File: config.mk
export PLATFORM = sky130hd
export DESIGN_NAME = keyed_write_guard
export DESIGN_NICKNAME = d
export VERILOG_FILES = /design/src/rtl/kwg_pkg.sv /design/src/rtl/kwg_addr_decode.sv /design/src/rtl/kwg_key_reg.sv /design/src/rtl/kwg_guarded_reg.sv /design/src/rtl/keyed_write_guard.sv
export SDC_FILE = /design/constraint.sdc
export NUM_CORES = 1
export LEC_CHECK = 0
export ABC_AREA = 1
export BUFFER_PORTS_ARGS = -buffer_cell sky130_fd_sc_hd__buf_2
export CORE_AREA = 5 5 71 60
export CTS_BUF_LIST = sky130_fd_sc_hd__clkbuf_4 sky130_fd_sc_hd__clkbuf_8 sky130_fd_sc_hd__clkbuf_16
export CTS_CLUSTER_DIAMETER = 100
export DETAILED_ROUTE_END_ITERATION = 10
export DIE_AREA = 0 0 76 65
export HOLD_SLACK_MARGIN = 0.08
export PLACE_DENSITY_LB_ADDON = 0.15
export SLEW_MARGIN = 20
export SYNTH_ARGS = -nofsm -noshare
export SYNTH_HDL_FRONTEND = slang
export SYNTH_SLANG_ARGS = --single-unit
File: constraint.sdc
create_clock -name clk -period 2.3 [get_ports clk]
set_clock_uncertainty 0.05 [all_clocks]
set_input_delay 0.575 -clock clk [delete_from_list [all_inputs] [get_ports clk]]
set_output_delay 0.575 -clock clk [all_outputs]
set_load 0.01 [all_outputs]
File: src/rtl/kwg_pkg.sv
// Package: shared types for the keyed write guard.
// Assumes: one decoded target per bus offset; unmapped offsets map to SEL_NONE.
package kwg_pkg;
    typedef enum logic [1:0] {
        SEL_NONE = 2'd0,
        SEL_PWR  = 2'd1,
        SEL_KEY  = 2'd2,
        SEL_OPT  = 2'd3
    } kwg_sel_e;
endpackage

File: src/rtl/kwg_addr_decode.sv
// Module: kwg_addr_decode
// Maps a bus offset to one of the register targets.
// Assumes: the three offsets are distinct; any other offset selects nothing.
module kwg_addr_decode
    import kwg_pkg::*;
#(
    parameter int                ADDR_W   = 20,
    parameter logic [ADDR_W-1:0] PWR_ADDR = 20'h40180,
    parameter logic [ADDR_W-1:0] KEY_ADDR = 20'h4019E,
    parameter logic [ADDR_W-1:0] OPT_ADDR = 20'h40190
) (
    input  logic [ADDR_W-1:0] addr,
    output kwg_sel_e          sel
);
    // Purpose: exact-match compare of the offset against each target.
    always_comb begin
        if (addr == PWR_ADDR)      sel = SEL_PWR;
        else if (addr == KEY_ADDR) sel = SEL_KEY;
        else if (addr == OPT_ADDR) sel = SEL_OPT;
        else                       sel = SEL_NONE;
    end
endmodule

File: src/rtl/kwg_key_reg.sv
// Module: kwg_key_reg
// Holds the unlock key. It loads any written value, clears itself when
// a guarded write consumes it, and flags when it holds the unlock value.
// Assumes: load and consume never coincide on a single write port; if they
// did, consume would win.
module kwg_key_reg #(
    parameter int               KEY_W     = 8,
    parameter logic [KEY_W-1:0] KEY_VALUE = 8'h96
) (
    input  logic             clk,
    input  logic             rst_n,
    input  logic             load_en,
    input  logic [KEY_W-1:0] load_val,
    input  logic             consume,
    output logic [KEY_W-1:0] key_q,
    output logic             armed
);
    // Purpose: key storage with a clear-on-consume path.
    always_ff @(posedge clk) begin
        if (!rst_n)       key_q <= '0;
        else if (consume) key_q <= '0;
        else if (load_en) key_q <= load_val;
    end

    // Purpose: the guard opens only on an exact key match.
    assign armed = (key_q == KEY_VALUE);
endmodule

File: src/rtl/kwg_guarded_reg.sv
// Module: kwg_guarded_reg
// Register with a per-bit guard mask. Guarded bits update only while
// unlocked; unguarded bits update on every write.
// Assumes: wr_en is already qualified by address decode.
module kwg_guarded_reg #(
    parameter int                DATA_W     = 8,
    parameter logic [DATA_W-1:0] RST_VAL    = '0,
    parameter logic [DATA_W-1:0] GUARD_MASK = '1
) (
    input  logic              clk,
    input  logic              rst_n,
    input  logic              wr_en,
    input  logic [DATA_W-1:0] wr_data,
    input  logic              unlocked,
    output logic [DATA_W-1:0] q
);
    for (genvar i = 0; i < DATA_W; i++) begin : g_bit
        if (GUARD_MASK[i]) begin : g_guarded
            // Purpose: guarded bit, written only while the key is armed.
            always_ff @(posedge clk) begin
                if (!rst_n)                q[i] <= RST_VAL[i];
                else if (wr_en && unlocked) q[i] <= wr_data[i];
            end
        end else begin : g_free
            // Purpose: free bit, written on every write.
            always_ff @(posedge clk) begin
                if (!rst_n)     q[i] <= RST_VAL[i];
                else if (wr_en) q[i] <= wr_data[i];
            end
        end
    end
endmodule

File: src/rtl/keyed_write_guard.sv
// Module: keyed_write_guard (top)
// Guards a clock-control register and one bit of a clock-option register
// behind a one-shot key. Reads are combinational and never gated.
// Assumes: one write per cycle; the read port is independent of the write port.
module keyed_write_guard
    import kwg_pkg::*;
#(
    parameter int                ADDR_W       = 20,
    parameter int                DATA_W       = 8,
    parameter int                KEY_W        = 8,
    parameter logic [KEY_W-1:0]  KEY_VALUE    = 8'h96,
    parameter logic [ADDR_W-1:0] PWR_ADDR     = 20'h40180,
    parameter logic [ADDR_W-1:0] KEY_ADDR     = 20'h4019E,
    parameter logic [ADDR_W-1:0] OPT_ADDR     = 20'h40190,
    parameter int                GUARD_BIT    = 2,
    parameter logic [DATA_W-1:0] PWR_RST      = 8'h00,
    parameter logic [DATA_W-1:0] OPT_RST      = 8'h04,
    parameter bit                OPT_USES_KEY = 1'b0
) (
    input  logic              clk,
    input  logic              rst_n,
    input  logic              wr_en,
    input  logic [ADDR_W-1:0] wr_addr,
    input  logic [DATA_W-1:0] wr_data,
    input  logic [ADDR_W-1:0] rd_addr,
    output logic [DATA_W-1:0] rd_data,
    output logic [DATA_W-1:0] pwr_ctrl_o,
    output logic [DATA_W-1:0] clk_opt_o
);
    localparam logic [DATA_W-1:0] PWR_MASK = '1;
    localparam logic [DATA_W-1:0] OPT_MASK = DATA_W'(1) << GUARD_BIT;

    kwg_sel_e         wr_sel;
    kwg_sel_e         rd_sel;
    logic             pwr_we;
    logic             key_we;
    logic             opt_we;
    logic             opt_consume;
    logic             key_consume;
    logic [KEY_W-1:0] key_q;
    logic             key_armed;
    logic [DATA_W-1:0] key_rd;

    kwg_addr_decode #(
        .ADDR_W(ADDR_W), .PWR_ADDR(PWR_ADDR), .KEY_ADDR(KEY_ADDR), .OPT_ADDR(OPT_ADDR)
    ) u_wr_dec (
        .addr(wr_addr),
        .sel (wr_sel)
    );

    kwg_addr_decode #(
        .ADDR_W(ADDR_W), .PWR_ADDR(PWR_ADDR), .KEY_ADDR(KEY_ADDR), .OPT_ADDR(OPT_ADDR)
    ) u_rd_dec (
        .addr(rd_addr),
        .sel (rd_sel)
    );

    // Purpose: qualify the write strobe per target.
    assign pwr_we = wr_en && (wr_sel == SEL_PWR);
    assign key_we = wr_en && (wr_sel == SEL_KEY);
    assign opt_we = wr_en && (wr_sel == SEL_OPT);

    if (OPT_USES_KEY) begin : g_opt_consume
        // Purpose: an armed option write also uses up the key.
        assign opt_consume = opt_we && key_armed;
    end else begin : g_opt_keep
        // Purpose: option writes leave the key in place.
        assign opt_consume = 1'b0;
    end

    // Purpose: only an accepted guarded write clears the key.
    assign key_consume = (pwr_we && key_armed) || opt_consume;

    kwg_key_reg #(
        .KEY_W(KEY_W), .KEY_VALUE(KEY_VALUE)
    ) u_key (
        .clk     (clk),
        .rst_n   (rst_n),
        .load_en (key_we),
        .load_val(wr_data[KEY_W-1:0]),
        .consume (key_consume),
        .key_q   (key_q),
        .armed   (key_armed)
    );

    kwg_guarded_reg #(
        .DATA_W(DATA_W), .RST_VAL(PWR_RST), .GUARD_MASK(PWR_MASK)
    ) u_pwr (
        .clk     (clk),
        .rst_n   (rst_n),
        .wr_en   (pwr_we),
        .wr_data (wr_data),
        .unlocked(key_armed),
        .q       (pwr_ctrl_o)
    );

    kwg_guarded_reg #(
        .DATA_W(DATA_W), .RST_VAL(OPT_RST), .GUARD_MASK(OPT_MASK)
    ) u_opt (
        .clk     (clk),
        .rst_n   (rst_n),
        .wr_en   (opt_we),
        .wr_data (wr_data),
        .unlocked(key_armed),
        .q       (clk_opt_o)
    );

    // Purpose: zero-extend the key for the read path.
    always_comb begin
        key_rd              = '0;
        key_rd[KEY_W-1:0]   = key_q;
    end

    // Purpose: ungated read multiplexer.
    always_comb begin
        unique case (rd_sel)
            SEL_PWR: rd_data = pwr_ctrl_o;
            SEL_KEY: rd_data = key_rd;
            SEL_OPT: rd_data = clk_opt_o;
            default: rd_data = '0;
        endcase
    end
endmodule

# [Word-level counts from Yosys, hierarchy flattened]
# Cells that the tools add are included.
[word_totals] regBits=24 inputBits=51 output_inout_bits=24 word_cells=44
[op_classes] n_eq_ne=13 n_mux=7 n_bitwise=1 n_reduce_logical=6
[op_table] op="$eq 20x19->1 const B" n=6
[op_table] op="$pmux 8 s3" n=1
[op_table] op="$mux 2" n=6
[op_table] op="$eq 2x2->1 const B" n=4
[op_table] op="$eq 8x8->1 const B" n=1
[op_table] op="$logic_and 1x1->1" n=5
[op_table] op="$eq 2x1->1 const B" n=2
[op_table] op="$reduce_or 2->1" n=1
[op_table] op="$not 1->1" n=1

# [Depth between registers and ports, before layout]
[depth] word_depth=8 depth_mapped=11

# [Modules after synthesis]
# Synthesis repeated with hierarchy kept, for this count alone.
[hier_totals] cells_unflattened=259 hier_area_um2=1540.2
[by_module_without_submodules] mod="kwg_guarded_reg (u_pwr)" instances=1 cells_each=51 area_each_um2=347.8 seq_area_each_um2=160.2
[by_module_without_submodules] mod="kwg_guarded_reg (u_opt)" instances=1 cells_each=50 area_each_um2=341.6 seq_area_each_um2=160.2
[by_module_without_submodules] mod="kwg_key_reg" instances=1 cells_each=45 area_each_um2=316.6 seq_area_each_um2=160.2
[by_module_without_submodules] mod="kwg_addr_decode" instances=2 cells_each=34 area_each_um2=141.4 seq_area_each_um2=0.0
[by_module_without_submodules] mod="keyed_write_guard" instances=1 cells_each=45 area_each_um2=251.5 seq_area_each_um2=0.0

# [Least setup slack after synthesis]
# OpenSTA, ideal clock, no wires.
[synth_path] path_kind="input to output" from="input rd_addr[17]" to="output rd_data[5]" t_arrival_ps=1490 required_ps=1675 slack_ps=185 stages=6 path_buffers=1 path_cell_list="nor2_1 > nand3b_1 > nor2_1 > buf_2 > nand4_1 > o211ai_1"
[synth_between] elab_chain_cells=6 word_cells_on_any_way=10 classes_between="eq/ne (6); mux (4)"
[synth_rtl] element="start: declaration" line="keyed_write_guard.sv:25" source="input logic [ADDR_W-1:0] rd_addr,"
[synth_rtl] element="$eq 20x19->1" line="kwg_addr_decode.sv:19" source="else if (addr == OPT_ADDR) sel = SEL_OPT;"
[synth_rtl] element="$mux 2" line="kwg_addr_decode.sv:19"
[synth_rtl] element="$mux 2" line="kwg_addr_decode.sv:18" source="else if (addr == KEY_ADDR) sel = SEL_KEY;"
[synth_rtl] element="$mux 2 (*)" line="kwg_addr_decode.sv:17" source="if (addr == PWR_ADDR) sel = SEL_PWR;"
[synth_rtl] element="$eq 2x2->1 or $eq 2x1->1 (tied branches)" line="keyed_write_guard.sv:116" source="unique case (rd_sel)"
[synth_rtl] element="$pmux 8 s3 (*)" line="keyed_write_guard.sv:116"
[synth_rtl] element="end: declaration" line="keyed_write_guard.sv:26" source="output logic [DATA_W-1:0] rd_data,"
# Mark *: on every way between the ends. The rest lies on a longest branch, timed or not.

# [Worst setup path after layout]
[layout_path] from="input rd_addr[6]" to="output rd_data[3]"
# The elaborated chain is that of the path after synthesis.

==> metrics.log <==
INFO  metric clk_latency = 0.27 ns
INFO  metric most-common-layout-cells = 74 x buf_2, 63 x nand2_1, 55 x nor2_1
INFO  metric critical_path_endpoint_category = output pin
INFO  metric outcome = finished clean
INFO  metric timing_worst_slew_pin_value = 0.444 ns
INFO  metric count_of_flip_flops_with_a_built_in_enable_after_synthesis = 0
INFO  metric crit-reg2reg-capture = u_key.key_q[4]$_SDFFE_PP0P_
INFO  metric placementRows = 20
INFO  metric rsz0062_at_grt = false
INFO  metric route.antenna.remaining_nets = 0
INFO  metric min_period_over_period = 94.8%
INFO  metric dp_hpwl = 3280 µm
INFO  metric area_delta_synth_final = 33.0%
INFO  metric fp.dieH = 65 µm
INFO  metric placement.io_buffers = 74
INFO  metric setup_total_negative_slack = 0 ns
INFO  metric timing.final.setup_violations = 0
INFO  metric die_area = 4940 µm²
INFO  metric min-delay-path-class = reg2reg
INFO  metric tritoncts_clock_tree = yes
INFO  metric global_route.usage.total = 16.9%
INFO  metric design.final.nets = 380
INFO  metric async_flop_share = 0%
INFO  metric post_synth_instance_area = 1530 µm²
INFO  metric cp_max_fo = 12
INFO  metric n_antenna_cell = 0
INFO  metric timing.critical_path.arrival = 1.55 ns
INFO  metric dr_iter_0_viols = 81
INFO  metric synth_top_flop_cell = dfxtp_1
INFO  metric synth_seq_area_share = 31.3%
INFO  metric report.final.slew_viol_count = 0
INFO  metric floorplan.io_pins = 75
INFO  metric synthesis.nets = 303
INFO  metric first_global_vias = 1,542
INFO  metric synth_largest_type_area_fraction = 31.3%
INFO  metric regToRegSetupSlack = 0.77 ns
INFO  metric ctsHoldBuffers = 0
INFO  metric clock_sink_count = 24
INFO  metric fmax = 459 MHz
INFO  metric layout.filler_cells = 370
INFO  metric hold_start = u_key.key_q[6]$_SDFFE_PP0P_
INFO  metric worst_hold_slack = 0.416 ns
INFO  metric floorplan.initialDensity = 42.9%
INFO  metric slew-limit-headroom = 70.3%
INFO  metric maxCapViolations = 0
INFO  metric cp_required = 1.67 ns
INFO  metric cts.repair.resized = 0
INFO  metric synth-warning-count = 0
INFO  metric min_to = u_key.key_q[6]$_SDFFE_PP0P_
INFO  metric post_synth_inst_count = 252
INFO  metric vdd.ir_drop.worst = 0.225 mV
INFO  metric cts_root_buffer = clkbuf_8
INFO  metric timing.critical_path.from_type = input pin
INFO  metric cts_made_buffers = 3
INFO  metric final-hold-violation-count = 0
INFO  metric cts.repair_timing.setup_buffer_count = 0
INFO  metric worstRegToRegCells = 7
INFO  metric reg2reg_from = u_key.key_q[2]$_SDFFE_PP0P_
INFO  metric layout.cells.most_common = buf_2
INFO  metric fp.dieW = 76 µm
INFO  metric average_wire_per_standard_cell = 11.1 µm
INFO  metric post_synth.cell_area_avg = 6.09 µm²
INFO  metric placed_cells = 368
INFO  metric firstDrtPassIters = 4
INFO  metric power = 0.000791 W
INFO  metric whs_path_depth = 2
INFO  metric crit_type = in2out
INFO  metric routabilityCongestion = 0.795
INFO  metric cts-htree-levels = 1
INFO  metric layout-drive-gt1-share = 29.6%
INFO  metric grt_overflow_total = 0
INFO  metric fin_cells = 372
INFO  metric wirelength = 4140 µm
INFO  metric max-clock-path-buffers = 2
INFO  metric p_leak = 1.09 nW
INFO  metric global_route_wire_length_before_repair = 6890 µm
INFO  metric post_synth_main_area_contributors = dfxtp_1 31%, nand2_1 15%, nor2_1 14%
INFO  metric yosys.cell_types.count = 20
INFO  metric grt_antenna_before_repair = 0
INFO  metric pin_count_of_the_biggest_net_entering_global_routing = 18
INFO  metric synth-seq-cells = 24
INFO  metric post_route_drc = 0
INFO  metric dr_total_vias = 1,770
INFO  metric viasPerCell = 4.76
INFO  metric fp.coreArea = 3580 µm²
INFO  metric synth_top_area_cell = dfxtp_1
INFO  metric worst_setup_hold_path_clk_slew = 0.08 ns
INFO  metric power_density = 388 nW/µm²
INFO  metric post-route-min-period = 2.18 ns
## per-stage QoR
step                area [µm²]  worst slack, ns  utilization [%]
global placement          1960           0.0755             54.8
finish                    2040            0.120             57.0
floorplan                 1530            0.185                -
CTS                       2010           0.0624             56.3
detailed placement        1960           0.0621             54.8
global route              2040          0.00113             57.0
## synth_stat cells, types with 2 or more instances
| library cell | instances |
|---|---|
| nand2_1 | 63 |
| nor2_2 | 3 |
| inv_1 | 37 |
| a21oi_1 | 8 |
| nor2_4 | 2 |
| nor2_1 | 56 |
| buf_6 | 2 |
| nand4_1 | 30 |
| nand3b_1 | 2 |
| clkbuf_1 | 4 |
| o211ai_1 | 4 |
| nand3_1 | 8 |
| dfxtp_1 | 24 |
| buf_2 | 3 |
## kinds of logic after synthesis
group           count (synthesis)  share of synthesized area (%)
buf+inv                        47                           13.0
simple gates                  169                           51.1
compound gates                 12                           4.57
flops                          24                           31.3
## metal layers
layer  global-route usage [%]  wire, µm  vias up
met2                     25.9      1920       55
met3                     4.58       348        4
li1                         -         -      963
met4                     5.56        22        0
met1                     22.8      1850      748
met5                        0         0        -
## how the worst max path moves through the flow
stage	endpoint	slack, ns	cells after the start	from
after floorplan	rd_data[5]	0.19	6	rd_addr[17]
after global placement	rd_data[3]	0.08	7	rd_addr[11]
after detailed placement	rd_data[6]	0.06	8	rd_addr[6]
after CTS	rd_data[6]	0.06	8	rd_addr[6]
after global routing	rd_data[6]	0.001	8	rd_addr[17]
final	rd_data[3]	0.12	8	rd_addr[6]
## sequential cells by signal, summed over array words and instances, names as in the netlist
name,count
u_key.key_q,8
u_opt.q,8
u_pwr.q,8
## where the power goes
part           internal, W    switching, W  total [W]
registers         0.000415  0.000000000171   0.000415
logic            0.0000424       0.0000482  0.0000905
clock network     0.000153        0.000133   0.000286
total             0.000610        0.000181   0.000791
## final cells by class
type	count	area, µm²	area share [%]
Multi-Input combinational cell	181	872	42.8
Inverter	37	139	6.81
Tap cell	44	55.1	2.70
Clock buffer	4	55.1	2.70
Timing Repair Buffer	82	438	21.5
Sequential cell	24	480	23.6
## critical path: stages
cell and delay, ns:
buf_2 0.09, inv_1 0.04, nand2_1 0.06, nor3b_2 0.23, buf_6 0.19, nand4_1 0.10, o211ai_1 0.10, buf_2 0.16
Note: power is estimated with default switching activity, not from simulation.
